[src/rtl/bcm_pkg.sv]
package bcm_pkg;

  localparam int BYTE_W = 8;

  typedef enum logic [2:0] {
    PR_EQ    = 3'd0,
    PR_LT    = 3'd1,
    PR_LE    = 3'd2,
    PR_FALSE = 3'd3,
    PR_NE    = 3'd4,
    PR_GE    = 3'd5,
    PR_GT    = 3'd6,
    PR_TRUE  = 3'd7
  } pred_e;

  // Ordering test: flipping the top bit in signed mode maps two's complement
  // onto an unsigned scale, so one magnitude comparator serves both modes.
  function automatic logic lane_less(input logic [BYTE_W-1:0] a,
                                     input logic [BYTE_W-1:0] b,
                                     input logic              sgn);
    logic [BYTE_W-1:0] ka;
    logic [BYTE_W-1:0] kb;
    ka = {a[BYTE_W-1] ^ sgn, a[BYTE_W-2:0]};
    kb = {b[BYTE_W-1] ^ sgn, b[BYTE_W-2:0]};
    return ka < kb;
  endfunction

  // Base relation picked by the low two code bits, then optionally inverted.
  function automatic logic pred_eval(input logic [1:0] base_sel,
                                     input logic       invert,
                                     input logic       lt,
                                     input logic       eq);
    logic r;
    case (base_sel)
      2'd0:    r = eq;
      2'd1:    r = lt;
      2'd2:    r = lt | eq;
      default: r = 1'b0;
    endcase
    return r ^ invert;
  endfunction

  // Live lane count for a length code, capped at the lanes built.
  function automatic int lanes_for_vlen(input logic [1:0] v, input int max_lanes);
    int n;
    case (v)
      2'd0:    n = 16;
      2'd1:    n = 32;
      default: n = 64;
    endcase
    if (n > max_lanes) n = max_lanes;
    return n;
  endfunction

endpackage

[src/rtl/bcm_pred_decode.sv]
module bcm_pred_decode
  import bcm_pkg::*;
(
  input  logic [2:0] code_in,
  output pred_e      pred,
  output logic [1:0] base_sel,
  output logic       invert
);

  always_comb begin
    pred = pred_e'(code_in);
    case (pred)
      PR_EQ:    begin base_sel = 2'd0; invert = 1'b0; end
      PR_LT:    begin base_sel = 2'd1; invert = 1'b0; end
      PR_LE:    begin base_sel = 2'd2; invert = 1'b0; end
      PR_FALSE: begin base_sel = 2'd3; invert = 1'b0; end
      PR_NE:    begin base_sel = 2'd0; invert = 1'b1; end
      PR_GE:    begin base_sel = 2'd1; invert = 1'b1; end
      PR_GT:    begin base_sel = 2'd2; invert = 1'b1; end
      default:  begin base_sel = 2'd3; invert = 1'b1; end
    endcase
  end

endmodule

[src/rtl/bcm_lane_cmp.sv]
module bcm_lane_cmp
  import bcm_pkg::*;
#(
  parameter int LANES = 64,
  localparam int DATA_W = LANES * BYTE_W
) (
  input  logic [DATA_W-1:0] op_a,
  input  logic [DATA_W-1:0] op_b,
  input  logic              is_signed,
  output logic [LANES-1:0]  lane_eq,
  output logic [LANES-1:0]  lane_lt
);

  for (genvar j = 0; j < LANES; j++) begin : g_lane
    logic [BYTE_W-1:0] a_b;
    logic [BYTE_W-1:0] b_b;
    assign a_b        = op_a[j*BYTE_W +: BYTE_W];
    assign b_b        = op_b[j*BYTE_W +: BYTE_W];
    assign lane_eq[j] = (a_b == b_b);
    assign lane_lt[j] = lane_less(a_b, b_b, is_signed);
  end

endmodule

[src/rtl/bcm_lane_gate.sv]
module bcm_lane_gate
  import bcm_pkg::*;
#(
  parameter int LANES = 64
) (
  input  logic [1:0]       vlen_sel,
  input  logic             wmask_en,
  input  logic [LANES-1:0] wmask,
  output logic [LANES-1:0] lane_enable
);

  int live_count;
  always_comb live_count = lanes_for_vlen(vlen_sel, LANES);

  for (genvar j = 0; j < LANES; j++) begin : g_gate
    logic live;
    assign live           = (j < live_count);
    assign lane_enable[j] = live & (~wmask_en | wmask[j]);
  end

endmodule

[src/rtl/byte_cmp_mask_unit.sv]
module byte_cmp_mask_unit
  import bcm_pkg::*;
#(
  parameter int MAX_LANES  = 64,
  parameter bit REGISTERED = 1'b1,
  localparam int DATA_W = MAX_LANES * BYTE_W
) (
  input  logic                 clk,
  input  logic                 rst,
  input  logic                 in_valid,
  input  logic [DATA_W-1:0]    op_a,
  input  logic [DATA_W-1:0]    op_b,
  input  logic [7:0]           pred_imm,
  input  logic                 is_signed,
  input  logic [1:0]           vlen_sel,
  input  logic                 wmask_en,
  input  logic [MAX_LANES-1:0] wmask,
  output logic                 out_valid,
  output logic [MAX_LANES-1:0] out_mask
);

  pred_e                pred;
  logic [1:0]           base_sel;
  logic                 invert;
  logic [MAX_LANES-1:0] lane_eq;
  logic [MAX_LANES-1:0] lane_lt;
  logic [MAX_LANES-1:0] lane_enable;
  logic [MAX_LANES-1:0] hit_vec;

  bcm_pred_decode u_dec (
    .code_in  (pred_imm[2:0]),
    .pred     (pred),
    .base_sel (base_sel),
    .invert   (invert)
  );

  bcm_lane_cmp #(.LANES(MAX_LANES)) u_cmp (
    .op_a      (op_a),
    .op_b      (op_b),
    .is_signed (is_signed),
    .lane_eq   (lane_eq),
    .lane_lt   (lane_lt)
  );

  bcm_lane_gate #(.LANES(MAX_LANES)) u_gate (
    .vlen_sel    (vlen_sel),
    .wmask_en    (wmask_en),
    .wmask       (wmask),
    .lane_enable (lane_enable)
  );

  for (genvar j = 0; j < MAX_LANES; j++) begin : g_hit
    assign hit_vec[j] = lane_enable[j] & pred_eval(base_sel, invert, lane_lt[j], lane_eq[j]);
  end

  if (REGISTERED) begin : g_reg
    always_ff @(posedge clk) begin
      if (rst) begin
        out_valid <= 1'b0;
        out_mask  <= '0;
      end else begin
        out_valid <= in_valid;
        if (in_valid) out_mask <= hit_vec;
      end
    end
  end else begin : g_comb
    assign out_valid = in_valid;
    assign out_mask  = hit_vec;
  end

endmodule

[config.mk]
export PLATFORM = sky130hd
export DESIGN_NAME = byte_cmp_mask_unit
export DESIGN_NICKNAME = d
export VERILOG_FILES = /design/src/rtl/bcm_pkg.sv /design/src/rtl/bcm_pred_decode.sv /design/src/rtl/bcm_lane_cmp.sv /design/src/rtl/bcm_lane_gate.sv /design/src/rtl/byte_cmp_mask_unit.sv
export SDC_FILE = /design/constraint.sdc
export NUM_CORES = 1
export LEC_CHECK = 0
export CAP_MARGIN = 40
export CORE_AREA = 2 2 461 463
export CTS_CLUSTER_DIAMETER = 100
export DETAILED_ROUTE_END_ITERATION = 6
export DIE_AREA = 0 0 463 465
export SLEW_MARGIN = 20
export SYNTH_ARGS = -nofsm -noshare
export SYNTH_HDL_FRONTEND = slang
export SYNTH_SLANG_ARGS = --single-unit
export TNS_END_PERCENT = 1
[constraint.sdc]
create_clock -name clk -period 4.5 [get_ports clk]
set_input_delay 0.9 -clock clk [delete_from_list [all_inputs] [get_ports clk]]
set_output_delay 0.9 -clock clk [all_outputs]
set_load 0.005 [all_outputs]
### Yosys cells after proc, flatten, opt, wreduce, memory -nomap -nowiden

Index checks and enable logic that the tools add are counted.

| cells by class | value |
|---|---|
| equality and inequality tests | 73 |
| bitwise logic cells | 449 |
| mux-type cells | 68 |
| order comparisons | 129 |
| reductions and logical operators | 7 |

Operator list:

| kind | count |
|---|---|
| 8-bit equality test | 64 |
| 8-bit less-than comparator | 64 |
| 6-bit by 7-bit less-than comparator with 1-bit output (first input constant) | 32 |
| 1-bit case mux with 3 select lines | 64 |
| 1-bit bitwise XOR | 192 |
| 1-bit AND | 128 |
| 1-bit bitwise OR | 128 |
| 5-bit by 7-bit less-than comparator with 1-bit output (first input constant) | 16 |
| 4-bit by 7-bit less-than comparator with 1-bit output (first input constant) | 8 |
| 3-bit by 7-bit less-than comparator with 1-bit output (first input constant) | 4 |
| 1-bit by 7-bit less-than comparator with 1-bit output (first input constant) | 2 |
| 2-bit by 7-bit less-than comparator with 1-bit output (first input constant) | 2 |
| 7-bit case mux with 2 select lines | 1 |
| 3-bit equality test (second input constant) | 3 |
| 7-bit greater-than comparator (second input constant) | 1 |
| 7-bit 2-to-1 mux | 1 |
| 3-bit by 2-bit equality test with 1-bit output (second input constant) | 2 |
| 2-bit case mux with 3 select lines | 1 |
| 2-bit OR reduction | 3 |
| 2-bit by 1-bit equality test with 1-bit output (second input constant) | 2 |
| 2-bit logical NOT | 2 |
| 4-bit OR reduction | 1 |
| 3-bit by 1-bit equality test with 1-bit output (second input constant) | 1 |
| 3-bit logical NOT | 1 |
| other kinds (3) | 3 |

| storage, ports and cells | value |
|---|---|
| register bits after elaboration | 65 |
| output and inout bits | 65 |
| input port bits | 1103 |

### Longest topological paths before layout

Gate-level depths: netlist of the first run.

| depth | value |
|---|---|
| depth after elaboration | 7 |
| gate-level depth with buffers | 9 |
| depth with buffers taken out | 8 |

### By module

Synthesis of the first run repeated with hierarchy kept, for this count alone.

| unflattened totals | value |
|---|---|
| cell total of the unflattened synthesis | 2633 |
| area total of the unflattened synthesis | 18980.7 um2 |

Modules (own cells, without submodules):

| module | sequential area each (um2) | area an instance (um2) | cells each | instances |
|---|---|---|---|---|
| bcm_lane_cmp | 0.0 | 13319.0 | 1914 | 1 |
| byte_cmp_mask_unit | 1301.2 | 4894.7 | 586 | 1 |
| bcm_lane_gate | 0.0 | 733.2 | 127 | 1 |
| bcm_pred_decode | 0.0 | 33.8 | 6 | 1 |

### Least setup slack after synthesis of the first run

OpenSTA, ideal clock, no wires.

| timing | value |
|---|---|
| path type | input to register |
| start | input port vlen_sel[0] |
| end | register out_mask[35] |
| buffers on the path | 1 |
| setup slack | 1.918 ns |
| cell stages on the path | 8 |
| library setup time | 0.062 ns |
| required time | 4.438 ns |
| data arrival time | 2.520 ns |
| path through | or2_2 > ha_1 > or3b_1 > clkbuf_1 > a21oi_1 > nor4b_1 > mux2i_1 > nand3_1 |

| between the ends | value |
|---|---|
| word-level cells in the longest chain between the ends | 7 |

Ends and longest elaborated chain:

| element | RTL line | RTL |
|---|---|---|
| start, declared | byte_cmp_mask_unit.sv:15 | `input logic [1:0] vlen_sel,` |
| 2-bit by 1-bit equality test with 1-bit output / 2-bit logical NOT (equally long branches) | bcm_pkg.sv:46 | `case (v)` |
| 7-bit case mux with 2 select lines (*) | bcm_pkg.sv:46 |  |
| 7-bit greater-than comparator | bcm_pkg.sv:51 | `if (n > max_lanes) n = max_lanes;` |
| 7-bit 2-to-1 mux (*) | bcm_pkg.sv:51 |  |
| 6-bit by 7-bit less-than comparator with 1-bit output (*) | bcm_lane_gate.sv:17 | `assign live = (j < live_count);` |
| 1-bit AND (*) | bcm_lane_gate.sv:18 | `assign lane_enable[j] = live & (~wmask_en \| wmask[j]);` |
| 1-bit AND (*) | byte_cmp_mask_unit.sv:53 | `assign hit_vec[j] = lane_enable[j] & pred_eval(base_sel, invert, lane_lt[j], lane_eq[j]);` |
| end signal, assigned | byte_cmp_mask_unit.sv:63 | `if (in_valid) out_mask <= hit_vec;` |
| end, declared | byte_cmp_mask_unit.sv:19 | `output logic [MAX_LANES-1:0] out_mask` |

Every way passes the cells marked *; elsewhere a longest branch is shown, timed or not.
A chain may end at the register's enable or synchronous reset.

### Worst setup path in the final report of the first run

| timing | value |
|---|---|
| start | input port vlen_sel[0] |
| end | register out_mask[32] |

The elaborated chain is that of the path after synthesis.

==> results of run 1 <==
## power groups by stage
stage | sequential, mW | clock (mW) | combinational, mW
global placement | 0.654 | 0 | 2.93
floorplan | 0.652 | 0 | 1.14
finish | 0.643 | 0.817 | 2.94
CTS | 0.644 | 0.907 | 3.01
detailed placement | 0.656 | 0 | 2.99
global route | 0.648 | 0.902 | 3.23
## logic make-up after synthesis
kind of cell | synth area share
buffers and inverters | 0.1451
adder cells (fa/ha/maj) | 0.3489
AO/OA/AOI/OAI | 0.2141
AND/OR/NAND/NOR | 0.1439
flip-flops | 0.07337
multiplexers | 0.01806
XOR/XNOR | 0.05665
## worst max-delay path by stage
stage                     cells past startpoint      endpoint        start
after global routing                          9  out_mask[36]  vlen_sel[0]
after detailed placement                      9   out_mask[2]     op_b[20]
final                                         7  out_mask[32]  vlen_sel[0]
after floorplan                               8  out_mask[35]  vlen_sel[0]
after CTS                                     9   out_mask[2]     op_b[20]
after global placement                        9  out_mask[36]  vlen_sel[0]
## per-stage QoR
stage          hold slack [ns]  total power [mW]  cell area, µm²  setup slack, ns
6_report                0.4780             4.400           33500            1.338
2_1_floorplan           0.4657             1.791           17730            1.918
5_1_grt                 0.5057             4.780           33370            1.250
3_3_place_gp            0.4531             3.582           32990           0.6950
3_5_place_dp            0.4648             3.642           33010           0.7756
4_1_cts                 0.4846             4.556           33280            1.289
## layout by cell type (no fill, tap or decap), drive strengths merged, types with 48 or more instances in the layout
cell,Yosys,routed
maj3,57,57
clkdlybuf4s50,0,1157
a21oi,152,152
xnor2,111,111
ha,449,449
diode,0,81
nand4,96,96
a21o,61,61
o22ai,48,48
a31oi,89,89
o211ai,59,59
inv,616,616
dfxtp,65,65
nor2b,123,123
## flip-flops by register name, summed over array words and instances (netlist names)
name	cells
out_valid	1
out_mask	64
## per-layer routing
metal / track usage / part of all wire / up-vias
met2: 0.2709 / 0.46 / 1367
met5: 0 / 0.0059 / -
met1: 0.1730 / 0.37 / 10750
met3: 0.09272 / 0.14 / 381
li1: - / - / 10800
met4: 0.05288 / 0.033 / 164
## area by class of cell
| cell class | count | share of cell area |
|---|---|---|
| clock inverter | 6 | 0.001008 |
| clock buffer | 10 | 0.007133 |
| tap | 2821 | 0.1054 |
| timing repair buffer | 1200 | 0.3581 |
| antenna | 81 | 0.006050 |
| sequential | 65 | 0.03884 |
| multi-input combinational | 1647 | 0.4145 |
| inverter | 616 | 0.06902 |
==> metrics.txt, run 1 <==
status=finished clean; RR Startpoint=out_mask[53]; Net Sw Power=1.803 mW; maximum VDD drop=0.0002478 V; r2r endpoint=out_mask[53]; Post-Syn Nets=3936; leakage power=14.89 nW; Area Overhead vs Synth=88.91%; Post-Layout Cell Count=6446; vias in the first global route=23080; cts bufs inserted=9; H-tree depth=3; f_max=0.3162 GHz; family with the most delay on the worst path=simple AND/OR/NAND/NOR gates; Setup Skew=0 ns; Reg clk slew, reported paths=0.08 ns; top_reg_cell synth=dfxtp_1; CTS Buffer Depth=2; setup bufs post-CTS=0; worst skew pair latency=0.43 ns; CTS tree=built; maxcap violations=0; DR iter-0 viols=1426; min-delay src=out_mask[2]; Yosys top cell by area=ha_1; Final TNS setup=0 ns; Synthesis Warnings=0; Power Density=131.3 nW/µm²; layout filler cell count=24110; Critical Path AT=3.56 ns; top post-synthesis cells by area=ha_1, inv_1, dfxtp_1; post-synth cell types=54; count leader, synth=inv_1; Avg Cell Area, Syn=7.439 µm²; routability cong.=0.9549; CTS sink cnt=65; first-pass GRT wire length=227.5 mm; asr flop ratio synth=0; CP Capture Type=flop; synthesis-stage register bit count=65; setup slack, reg-to-reg=3.65 ns; critical-path cell with the highest stage delay=or3b_2; post-route ant nets=0; synthesized area=17730 µm²; crit path max fanout=14; Seq/Total Area, Yosys=0.07337; io pins=1168; detailed-route DRC error count=0; IO Port Bufs=1162; grt total ovfl=0; initial antenna violation count=253; row cnt=169; Hold Crit Class=reg -> reg; delay of the slowest critical-path stage=0.63 ns; placed cell count=6347; Core Util, Final=0.1589; Hold Path Depth=1; GRT Total Usage=0.1629; crit path kind=in -> reg; clock share of power=0.186; vias post-DR=23460; pin count of the biggest net entering global routing=41; CP Launch Type=input port; Worst Path Buf+Inv=2; RSZ-0062 raised after global routing=false; Post-synth EDFFs=0; Resize count post-CTS=0; Pint=2.597 mW; final net count=5091; register share of total power=0.146; total routed wirelength=181.4 mm; DR pass1 iterations=5; Comb power frac=0.668; Die H=465 µm; Sw Ratio=0.4098; Final setup viols=0; hold endpoint=out_mask[2]; fin crit period=3.162 ns; commonest cells in the synthesized netlist=inv_1, ha_1, a21oi_1; Final HPWL DP=166.7 mm; Multi-input gate area=13890 µm²; max-slew violation count=0; DR WL/cell=28.15 µm; Cells after Synth=2384; share of cells above drive strength 1=0.02032; period utilization=0.7027; final hold violations=0; core area=210800 µm²; die area=215300 µm²; critical path, cell by cell=clkdlybuf4s50_1 > or2_2 > ha_1 > or3b_2 > buf_4 > a21oi_1 > a22o_1; vias per cell=3.639; Worst Tran Pin Value=0.7946 ns; Root Driver=clkbuf_16; Yosys top cell area share=0.3168; starting density of the core=0.08412; worst-case reg-to-reg path depth=2; hold_buf cts=0; Critical Path RT=4.90 ns; Die W=463 µm; Reg area=1301 µm²; Rel. slew slack=0.4664
Power figures use the tool's default switching activity.
==> run 2: changes to the inputs <==
CORE_AREA = 2 2 454 456   (was 2 2 461 463)
DIE_AREA = 0 0 456 458   (was 0 0 463 465)
clock period = 2.7 ns   (was 4.5 ns; I/O delays follow)
==> metrics.txt, run 2 (synthesis gave the netlist of run 1 again) <==
status=finished clean; maxcap violations=0; layout filler cell count=23080; Reg clk slew, reported paths=0.09 ns; Power Density=240.1 nW/µm²; Multi-input gate area=13910 µm²; initial antenna violation count=166; share of cells above drive strength 1=0.04410; vias post-DR=23650; detailed-route DRC error count=0; setup slack, reg-to-reg=1.86 ns; crit path max fanout=17; GRT Total Usage=0.1624; Worst Tran Pin Value=0.7304 ns; worst skew pair latency=0.40 ns; pre-CTS WS=-0.6057 ns; DR pass1 iterations=5; most common cell after layout, fill and taps aside=clkdlybuf4s50_1; pin count of the biggest net entering global routing=41; total routed wirelength=176.7 mm; Setup Skew=0 ns; CTS sink cnt=65; total power=8.214 mW; CTS tree=built; Die H=458 µm; Final setup viols=0; setup bufs post-CTS=0; vias per cell=3.715; Hold Path Depth=1; hold_buf cts=0; Final HPWL DP=164.0 mm; vias in the first global route=23560; Final TNS setup=0 ns; CP Launch Type=input port; Rel. slew slack=0.5096; DR WL/cell=27.76 µm; worst-case reg-to-reg path depth=2; post-route ant nets=0; Reg area=1301 µm²; final net count=5175; grt total ovfl=0; row cnt=166; Fin Hold WS=0.4840 ns; DR iter-0 viols=1578; Hold Crit Class=reg -> reg; Root Driver=clkbuf_16; Critical Path RT=2.99 ns; Area Overhead vs Synth=92.92%; final hold violations=0; Die W=456 µm; CP Capture Type=flop; largest register by flop count=out_mask; CTS Buffer Depth=2; IO Port Bufs=1162; starting density of the core=0.08704; H-tree depth=3; Critical Path AT=2.93 ns; maximum VDD drop=0.0003406 V; crit path kind=in -> reg; commonest cells after routing, fill and taps aside=clkdlybuf4s50_1, inv_1, ha_1, a21oi_1, nor2b_1; RSZ-0062 raised after global routing=false; routability cong.=0.9995; max reg flops=64; period utilization=0.9769; die area=208800 µm²; final worst setup slack=0.06230 ns; fin crit period=2.638 ns; f_max=0.3791 GHz; largest registers=out_mask: 64 flops, out_valid: 1 flops; leakage power=15.41 nW; io pins=1168; max-slew violation count=0; core area=203800 µm²; cts bufs inserted=9; first-pass GRT wire length=222.0 mm
==> run 2: cell types whose count changed in the layout (fill, tap and decap cells not counted), sizes merged <==
cell           change
buf               +86
bufinv             +3
clkbuf             -2
clkdlybuf4s50      -1
clkinv             -4
diode             -32
inv                +2
==> run 2: layout make-up <==
| cell class | instances | share of cell area |
|---|---|---|
| antenna | 49 | 0.003584 |
| clock inverter | 7 | 0.003657 |
| timing repair buffer | 1284 | 0.3757 |
| clock buffer | 9 | 0.006583 |
| sequential | 65 | 0.03803 |
| multi-input combinational | 1647 | 0.4066 |
| tap | 2688 | 0.09830 |
| inverter | 616 | 0.06758 |
==> run 2: final timing paths <==
check | to | startpoint
setup / recovery | out_mask[23] | pred_imm[1]
hold / removal | out_mask[27] | out_mask[27]
hold reg to reg | out_mask[27] | out_mask[27]
setup reg to reg | out_mask[36] | out_mask[36]
==> run 2: repair_timing <==
item / CTS / global route
cloned: 0 / 0
endpoints found under the setup margin: 4 / 2
resized for setup: 3 / 2
==> run 2: power breakdown <==
| part | switching [mW] | internal [mW] |
|---|---|---|
| Clock | 0.743 | 0.918 |
| Sequential | 0.0421 | 1.03 |
| Combinational | 2.57 | 2.92 |
| Total | 3.35 | 4.86 |
==> run 2: routing by layer <==
metal	track usage	wire length [µm]	vias to the layer above
met5	0	567	-
met4	0.06179	6796	84
met3	0.04366	13870	305
met2	0.2813	85870	1158
met1	0.1897	69580	11180
li1	-	-	10920
==> run 2: worst max-delay path: stages <==
cell	delay (ns)
clkdlybuf4s50_1	0.40
buf_4	0.16
xnor2_4	0.22
buf_12	0.25
buf_4	0.18
a31oi_1	0.04
a31oi_1	0.45
xnor2_1	0.26
buf_4	0.20
a22o_1	0.18
==> run 2: per-stage QoR <==
stage	instance area, µm²	util	cells
floorplan	17730	-	2384
global placement	33690	0.1653	6299
detailed placement	33710	0.1655	6300
CTS	34080	0.1672	6316
global route	34150	0.1676	6338
finish	34210	0.1679	6365
==> run 3: changes to the inputs <==
MAX_ROUTING_LAYER = met4   (was not set)
REMOVE_ABC_BUFFERS = 1   (was not set)
==> metrics.txt, run 3 (synthesis gave the netlist of run 1 again) <==
status=finished clean; Top Layer Used=met4; Final setup viols=0; RSZ-0062 raised after global routing=false; Fin Hold WS=0.4819 ns; GRT Total Usage=0.1595; largest registers=out_mask: 64 flops, out_valid: 1 flops; critical path depth=10; share of cells above drive strength 1=0.04381; Core Util, Final=0.1678; Multi-input gate area=13900 µm²; routability cong.=1.018; final net count=5177; critical-path cell with the highest stage delay=clkdlybuf4s50_1; crit path kind=in -> reg; final worst setup slack=0.1313 ns; IO Port Bufs=1162; Hold Crit Class=reg -> reg; vias in the first global route=23180; Rel. slew slack=0.5164; maxcap violations=0; core area=203800 µm²; max-slew violation count=0; Reg clk slew, reported paths=0.09 ns; Hold Path Depth=1; CP Launch Type=input port; hold_buf cts=0; Critical Path AT=2.88 ns; largest register by flop count=out_mask; cts bufs inserted=9; crit path from=op_a[273]; worst skew pair latency=0.44 ns; commonest cells after routing, fill and taps aside=clkdlybuf4s50_1, inv_1, ha_1, a21oi_1, nor2b_1; M1 wire length=63.27 mm; DR pass1 iterations=5; family with the most delay on the worst path=buffers and inverters; CP Capture Type=flop; layout filler cell count=23040; met3 routed WL=14.49 mm; pre-CTS WS=-0.7199 ns; f_max=0.3893 GHz; grt total ovfl=0; Root Driver=clkbuf_16; post-route ant nets=0; critical path, cell by cell=clkdlybuf4s50_1 > ha_1 > nor2b_1 > o211ai_1 > a21oi_1 > o31ai_2 > buf_4 > xnor2_1 > buf_12 > a22o_1; io pins=1168; total power=7.723 mW; DR WL/cell=26.34 µm; vias post-DR=23480; CTS Buffer Depth=2; starting density of the core=0.08704; CTS sink cnt=65; Worst Tran Pin Value=0.7231 ns; DR iter-0 viols=1684; worst-case reg-to-reg path depth=2; max reg flops=64; row cnt=166; Power Density=225.9 nW/µm²; detailed-route DRC error count=0; Setup Skew=0 ns; maximum VDD drop=0.0003222 V; min-delay src=out_mask[3]; RR Startpoint=out_mask[36]; Final TNS setup=0 ns; Die H=458 µm; met2 routed WL=84.03 mm; period utilization=0.9514; Critical Path RT=3.01 ns; Die W=456 µm; vias per cell=3.662; Final HPWL DP=156.0 mm; crit path max fanout=2; Area Overhead vs Synth=92.78%; most common cell after layout, fill and taps aside=clkdlybuf4s50_1; Reg area=1301 µm²; Worst Path Buf+Inv=3; initial antenna violation count=185; total routed wirelength=168.8 mm; leakage power=15.36 nW; die area=208800 µm²; fin crit period=2.569 ns; pin count of the biggest net entering global routing=34; final hold violations=0; H-tree depth=3; first-pass GRT wire length=212.5 mm; CTS tree=built; delay of the slowest critical-path stage=0.56 ns
==> run 3: worst paths after layout <==
kind,to,slack [ns]
setup / recovery,out_mask[34],0.13
hold / removal,out_mask[3],0.48
setup reg to reg,out_mask[36],1.83
hold reg to reg,out_mask[3],0.48
==> run 3: area by class of cell <==
cell class | instances | share of cell area
Tap cell | 2688 | 0.09838
Clock inverter | 6 | 0.001757
Sequential cell | 65 | 0.03806
Inverter | 616 | 0.06763
Antenna cell | 94 | 0.006880
Timing Repair Buffer | 1286 | 0.3743
Clock buffer | 9 | 0.006588
Multi-Input combinational cell | 1647 | 0.4065
==> run 3: stage by stage <==
stage | area, µm² | std cells
5_1_grt | 34160 | 6398
2_1_floorplan | 17470 | 2328
3_5_place_dp | 33650 | 6301
3_3_place_gp | 33610 | 6297
6_report | 34190 | 6411
4_1_cts | 33950 | 6317
==> run 3: worst reg2reg max path: stages (launching register included) <==
cell      delay (ns)
dfxtp_1         0.32
a222oi_1        0.34
nand2_1         0.09
==> run 3: repair_timing <==
| action | 4_1_cts | 5_1_grt |
|---|---|---|
| setup endpoints to repair | 1 | 1 |
| cloned | 0 | 0 |
| buffers inserted | 1 | 0 |
| gates resized for setup | 1 | 1 |
| pin swaps | 1 | 0 |
==> run 3: layer usage <==
| metal | up-vias | GRT usage |
|---|---|---|
| met5 | - | - |
| met4 | 0 | 0.06790 |
| met3 | 289 | 0.04771 |
| met2 | 1165 | 0.2735 |
| met1 | 11040 | 0.1700 |
| li1 | 10990 | - |
==> run 3: power by group <==
| group | total (mW) | switching (mW) | internal [mW] | leakage [nW] |
|---|---|---|---|---|
| Clock | 1.50 | 0.793 | 0.711 | 0.138 |
| Sequential | 1.07 | 0.0404 | 1.03 | 0.531 |
| Combinational | 5.15 | 2.31 | 2.84 | 14.7 |
